### src/rtl/barmon_pkg.sv
package barmon_pkg;

  typedef enum logic {
    MATCH_OPCODE = 1'b0,
    MATCH_PC     = 1'b1
  } match_mode_e;

  // Falling edge of the per-cycle on-barrier condition
  function automatic logic left_barrier(input logic now_on, input logic was_on);
    return was_on & ~now_on;
  endfunction

  // Ordering property: fine until A has passed, or once B has arrived
  function automatic logic order_holds(input logic passed, input logic arrived);
    return ~passed | arrived;
  endfunction

endpackage

### src/rtl/barmon_detect.sv
module barmon_detect #(
  parameter int                 OPC_W      = 6,
  parameter int                 PC_W       = 16,
  parameter logic [OPC_W-1:0]   BAR_OPCODE = 6'h1A,
  parameter logic [PC_W-1:0]    BAR_ADDR   = 16'd48
) (
  input  barmon_pkg::match_mode_e mode,
  input  logic [OPC_W-1:0]        opcode,
  input  logic [PC_W-1:0]         pc,
  output logic                    on_barrier
);
  import barmon_pkg::*;

  logic opc_hit;
  logic pc_hit;

  assign opc_hit = (opcode == BAR_OPCODE);
  assign pc_hit  = (pc == BAR_ADDR);

  always_comb begin
    unique case (mode)
      MATCH_PC: on_barrier = pc_hit;
      default:  on_barrier = opc_hit;
    endcase
  end

endmodule

### src/rtl/barmon_track.sv
module barmon_track (
  input  logic clk,
  input  logic rst,
  input  logic a_on,
  input  logic b_on,
  output logic a_left,
  output logic passed_q,
  output logic arrived_q,
  output logic prop_q
);
  import barmon_pkg::*;

  logic a_prev_q;

  assign a_left = left_barrier(a_on, a_prev_q);

  always_ff @(posedge clk) begin
    if (rst) begin
      a_prev_q  <= 1'b0;
      passed_q  <= 1'b0;
      arrived_q <= 1'b0;
      prop_q    <= 1'b1;
    end else begin
      a_prev_q  <= a_on;
      passed_q  <= passed_q | a_left;
      arrived_q <= arrived_q | b_on;
      prop_q    <= order_holds(passed_q, arrived_q);
    end
  end


  passed_sticky_chk: assert property (@(posedge clk) disable iff (rst)
    passed_q |=> passed_q);


  arrived_sticky_chk: assert property (@(posedge clk) disable iff (rst)
    arrived_q |=> arrived_q);


  prop_drop_chk: assert property (@(posedge clk) disable iff (rst)
    (passed_q && !arrived_q) |=> !prop_q);


  prop_arrived_chk: assert property (@(posedge clk) disable iff (rst)
    arrived_q |=> prop_q);


  prop_not_passed_chk: assert property (@(posedge clk) disable iff (rst)
    !passed_q |=> prop_q);

endmodule

### src/rtl/barmon_latch.sv
module barmon_latch (
  input  logic clk,
  input  logic rst,
  input  logic prop_q,
  output logic violated,
  output logic first_fail
);
  logic seen_q;

  assign first_fail = ~prop_q & ~seen_q;
  assign violated   = ~prop_q | seen_q;

  always_ff @(posedge clk) begin
    if (rst) seen_q <= 1'b0;
    else     seen_q <= seen_q | ~prop_q;
  end


  violation_sticky_chk: assert property (@(posedge clk) disable iff (rst)
    violated |=> violated);


  first_pulse_chk: assert property (@(posedge clk) disable iff (rst)
    first_fail |=> !first_fail);


  first_needs_fail_chk: assert property (@(posedge clk) disable iff (rst)
    first_fail |-> !prop_q);

endmodule

### src/rtl/barmon_top.sv
module barmon_top #(
  parameter int               OPC_W      = 6,
  parameter int               PC_W       = 16,
  parameter logic [OPC_W-1:0] BAR_OPCODE = 6'h1A,
  parameter int               BAR_INDEX  = 12,
  parameter int               INSN_BYTES = 4
) (
  input  logic             clk,
  input  logic             rst,
  input  logic             match_by_pc,
  input  logic [OPC_W-1:0] a_opcode,
  input  logic [PC_W-1:0]  a_pc,
  input  logic [OPC_W-1:0] b_opcode,
  input  logic [PC_W-1:0]  b_pc,
  output logic             order_ok,
  output logic             order_violated,
  output logic             first_violation
);
  import barmon_pkg::*;

  localparam int              NTHREADS = 2;
  localparam logic [PC_W-1:0] BAR_ADDR = PC_W'(BAR_INDEX * INSN_BYTES);

  match_mode_e      mode;
  logic [OPC_W-1:0] opc_v [NTHREADS];
  logic [PC_W-1:0]  pc_v  [NTHREADS];
  logic             on_v  [NTHREADS];

  logic a_left;
  logic passed_q;
  logic arrived_q;
  logic prop_q;

  assign mode     = match_mode_e'(match_by_pc);
  assign opc_v[0] = a_opcode;
  assign opc_v[1] = b_opcode;
  assign pc_v[0]  = a_pc;
  assign pc_v[1]  = b_pc;

  for (genvar t = 0; t < NTHREADS; t++) begin : g_thread
    barmon_detect #(
      .OPC_W(OPC_W), .PC_W(PC_W),
      .BAR_OPCODE(BAR_OPCODE), .BAR_ADDR(BAR_ADDR)
    ) u_det (
      .mode(mode), .opcode(opc_v[t]), .pc(pc_v[t]), .on_barrier(on_v[t])
    );
  end

  barmon_track u_track (
    .clk(clk), .rst(rst), .a_on(on_v[0]), .b_on(on_v[1]),
    .a_left(a_left), .passed_q(passed_q), .arrived_q(arrived_q), .prop_q(prop_q)
  );

  barmon_latch u_latch (
    .clk(clk), .rst(rst), .prop_q(prop_q),
    .violated(order_violated), .first_fail(first_violation)
  );

  assign order_ok = prop_q;


  leave_sets_passed_chk: assert property (@(posedge clk) disable iff (rst)
    a_left |=> passed_q);

endmodule

### config.mk
export PLATFORM = sky130hd
export DESIGN_NAME = barmon_top
export DESIGN_NICKNAME = d
export VERILOG_FILES = /design/src/rtl/barmon_pkg.sv /design/src/rtl/barmon_detect.sv /design/src/rtl/barmon_track.sv /design/src/rtl/barmon_latch.sv /design/src/rtl/barmon_top.sv
export SDC_FILE = /design/constraint.sdc
export NUM_CORES = 1
export LEC_CHECK = 0
export ABC_CLOCK_PERIOD_IN_PS = 1200
export BUFFER_PORTS_ARGS = -buffer_cell sky130_fd_sc_hd__buf_2
export CORE_AREA = 4 4 41 43
export CTS_CLUSTER_SIZE = 14
export DETAILED_ROUTE_END_ITERATION = 6
export DIE_AREA = 0 0 45 47
export GPL_ROUTABILITY_DRIVEN = 0
export GPL_TIMING_DRIVEN = 0
export PLACE_DENSITY = 0.77
export SETUP_SLACK_MARGIN = 0.3
export SYNTH_ARGS = -nofsm -noshare
export SYNTH_HDL_FRONTEND = slang
export SYNTH_SLANG_ARGS = --single-unit
### constraint.sdc
create_clock -name clk -period 1.2 [get_ports clk]
set_clock_uncertainty 0.1 [all_clocks]
set_input_delay 0.12 -clock clk [delete_from_list [all_inputs] [get_ports clk]]
set_output_delay 0.12 -clock clk [all_outputs]
set_load 0.02 [all_outputs]
# Word level (Yosys, flattened, before mapping)

Cells that the tools add are included.

Register bits: 5
Input port bits: 47
Output and inout bits: 3
Word-level logic and storage cells: 21

Equality and inequality tests: 4
Mux-type cells: 2
Bitwise operators: 10

Operators by type and width:

| operator                                                               | count |
|---|---|
| 16-bit by 6-bit equality test with 1-bit output, second input constant | 2 |
| 6-bit by 5-bit equality test with 1-bit output, second input constant  | 2 |
| 1-bit NOT                                                              | 4 |
| 1-bit OR                                                               | 4 |
| 1-bit AND                                                              | 2 |
| 1-bit two-way mux                                                      | 2 |

# Depth between registers and ports, before layout

Word-level depth: 5
Depth in mapped cells: 4
Depth with buffers taken out: 4

# Cells and area by module

A second synthesis with hierarchy kept.

Cells, all modules: 32
Area, all modules: 341.6 um^2

By module, submodules not included:

| module        | instances | cells an instance | area each (um^2) | seq. area each (um^2) |
|---|---|---|---|---|
| barmon_detect | 2         | 9                 | 85.1             | 0.0 |
| barmon_track  | 1         | 10                | 120.1            | 80.1 |
| barmon_latch  | 1         | 4                 | 51.3             | 20.0 |

# Worst setup path before layout

Ideal clock, no wire load.

Path type: input -> register
From: input port b_pc[1]
To: register u_track.arrived_q
Setup time: 0.070 ns
Arrival: 0.965 ns
Data required time: 1.030 ns
Path slack: 0.065 ns
Stages: 4
Path buffers: 0
Cell sequence: or4b_1 > nor3_2 > nand4_1 > a21oi_1

Longest elaborated chain between the ends: 3

Ends and longest elaborated chain:

| what                                            | RTL line            | source |
|---|---|---|
| start: declaration                              | barmon_top.sv:14    | `input logic [PC_W-1:0] b_pc,` |
| 16-bit by 6-bit equality test with 1-bit output | barmon_detect.sv:18 | `assign pc_hit = (pc == BAR_ADDR);` |
| 1-bit two-way mux                               | barmon_detect.sv:21 | `unique case (mode)` |
| 1-bit OR                                        | barmon_track.sv:26  | `arrived_q <= arrived_q \| b_on;` |
| end signal: assignment                          | barmon_track.sv:26  |  |
| end: declaration                                | barmon_track.sv:8   | `output logic arrived_q,` |

Every way passes these cells.
A chain may end at the register's enable or synchronous reset.

# Worst setup path after layout

From: register u_latch.seen_q
To: output port order_violated

Longest elaborated chain between the ends: 1

Ends and longest elaborated chain:

| what                     | RTL line           | source |
|---|---|---|
| start: declaration       | barmon_latch.sv:8  | `logic seen_q;` |
| start signal: assignment | barmon_latch.sv:15 | `else seen_q <= seen_q \| ~prop_q;` |
| 1-bit OR                 | barmon_latch.sv:11 | `assign violated = ~prop_q \| seen_q;` |
| end: declaration         | barmon_top.sv:16   | `output logic order_violated,` |

Every way passes these cells.

==> results by group <==
Status
  – Status: finished, violations left
  – Failing checks: hold timing

Run
  – Max Cap Viol: 0

CTS
  – H-tree depth: 1
  – Clock Root Buffer: clkbuf_4
  – Num CTS Buffers: 3
  – CTS tree: built
  – Clk slew on worst S/H paths: 0.04 ns
  – Clk buf depth: 2
  – Cts hold-fix bufs: 2
  – Clock Sinks: 5
  – Later-pin clock latency in the skew report: 0.24 ns

STA
  – Final hold vios: 1
  – Max-slew violations: 0
  – Max-slew headroom: 79.2%
  – Worst Hold Slack: -0.0000898 ns
  – Fmax: 0.971 GHz
  – Tmin final: 1.03 ns
  – RSZ-0062 raised after global routing: true
  – Period utilization: 85.8%
  – Worst slew pin tran: 0.308 ns
  – Final setup vio count: 0

Synthesis
  – Part of the Yosys area used for sequential elements: 34.9%
  – Yosys warning count: 0
  – Seq cells post-synth: 5
  – Syn_area_per_cell: 8.43 um^2
  – Syn Inst Count: 34
  – Distinct cell type count after synthesis: 19
  – Mapped Area: 287 um^2
  – Syn nets: 81

Route
  – Vias per inst: 4.54
  – Vias: 477
  – Routed len/inst: 10.9 um
  – DRC viols: 0
  – Routed Wire Length: 1140 um
  – ANT nets after route: 0
  – Starting DRT DRC Count: 0
  – Drt first pass iters: 1

Finish
  – Final core occ: 52.1%
  – Layout cells sized above 1: 73.3%
  – Non-filler cells, final: 105
  – Area grow syn2layout: 137%
  – Nets@finish: 138
  – Antenna cell count: 0

Global routing
  – Number of global-route vias before repair: 411
  – Tot GR Track Use: 10.7%
  – GRT met1 Usage: 10.9%
  – Top Usage Layer GRT: met2
  – Initial antenna violation count: 0
  – Grt met2 use: 18.6%
  – Total grt overflow: 0
  – Met3 Usage GRT: 4.98%
  – Largest net degree at the start of global routing: 5
  – Global-route wire length before repair: 1600 um

Worst hold path
  – Hold WC Path Type: in2reg

Place
  – PortBufs: 49
  – Post-Place Cells: 98

Floorplan
  – Die area: 0.00212 mm^2
  – Die Width: 45 um
  – Area of the core: 0.00130 mm^2
  – Ports: 50
  – Starting Density: 22.0%
  – Die height: 47 um
  – Row count: 13

Power and ir drop
  – Leakage: 0.320 nW
  – Total power: 466 uW
  – Peak supply drop: 0.000372 V
  – PwrDens: 687 mW/mm^2

Setup path
  – Max FO, Critical Path: 2
  – Worst path required time: 0.98 ns
  – Critical Path Start Type: flip-flop
  – Crit path arrival time: 0.81 ns
  – Critical path class: reg2out
  – Setup crit end kind: output pin
[cells by family (layout without fill, tap and decap cells)]
kind of cell           after synthesis  after routing  share of synthesized area (%)
and+or+nand+nor                     23             23                           53.7
DFF                                  5              5                           34.9
buffers and inverters                1             57                           1.31
AOI/OAI and AO/OA                    5              5                           10.0
[Yosys cell counts]
cell	number	area, um^2
nand3_1	1	5.00
nand2b_1	1	6.26
nor3b_1	1	7.51
inv_1	1	3.75
or4b_1	1	10.0
nor4bb_1	2	20.0
nand2_1	2	7.51
a21oi_1	4	20.0
and4bb_2	1	12.5
nand4_1	1	6.26
nor3_1	2	10.0
nand3b_1	1	7.51
or3_1	3	18.8
o311ai_0	1	8.76
nor2b_1	1	6.26
dfxtp_1	5	100
nor4_1	3	18.8
nor2_1	2	7.51
nor3_2	1	10.0
[per-stage QoR]
| stage | TNS, ns | worst slack, ns | hold slack, ns | area (um^2) |
|---|---|---|---|---|
| global route | 0 | 0.116 | -0.0153 | 678 |
| finish | 0 | 0.170 | -0.0000898 | 678 |
| CTS | 0 | 0.168 | -0.0155 | 659 |
| global placement | -0.0965 | -0.0749 | 0.243 | 566 |
| floorplan | 0 | 0.0655 | 0.0891 | 302 |
| detailed placement | -0.161 | -0.0905 | 0.250 | 566 |
[final cells by class]
type / count / area [um^2]
Fill cell: 141 / 623
Tap cell: 15 / 18.8
Sequential cell: 5 / 103
Clock buffer: 4 / 26.3
Multi-Input combinational cell: 28 / 230
Inverter: 1 / 3.75
Timing Repair Buffer: 52 / 297
[flip-flops by register name, indices dropped and copies added, names as in the netlist]
register,cells
u_track.passed_q,1
u_latch.seen_q,1
u_track.arrived_q,1
u_track.a_prev_q,1
u_track.prop_q,1
[layout by cell type (no fill, tap or decap), types with 3 or more instances in the layout]
master     n
buf_2     44
a21oi_1    3
clkbuf_4   3
buf_6      3
buf_4      3
dfxtp_1    3
[path summary, 6_finish.rpt]
| kind | from | to | slack, ns | cells after the start |
|---|---|---|---|---|
| worst min register to register | u_track.arrived_q | u_track.prop_q | 0.34 | 1 |
| worst min-delay path | rst | u_track.prop_q | -0.00009 | 2 |
| worst max register to register | u_track.arrived_q | u_track.prop_q | 0.33 | 1 |
| worst max-delay path | u_latch.seen_q | order_violated | 0.17 | 2 |
[where the power goes]
group	internal [mW]	switching, mW	total, mW
logic	0.0741	0.0325	0.107
clock network	0.126	0.0659	0.191
registers	0.167	0.000336	0.168
[per-layer routing]
layer  part of all wire, %  wire, um
met5                     0         0
met4                     0         0
met3                    13       144
met2                    54       612
met1                    34       385
[timing repair]
| action | CTS | global route |
|---|---|---|
| setup endpoints to repair | 7 | 7 |
| pin swaps | 10 | 4 |
| hold endpoints to repair | 1 | 1 |
| resized for setup | 9 | 5 |
| gates cloned | 0 | 0 |
| setup buffers | 1 | 0 |
[worst max-delay path, stage by stage, from the launching register on]
cell and delay [ns]:
dfxtp_2 0.31, nand2b_4 0.14, buf_6 0.12
Note: power is estimated with default switching activity, not from simulation.
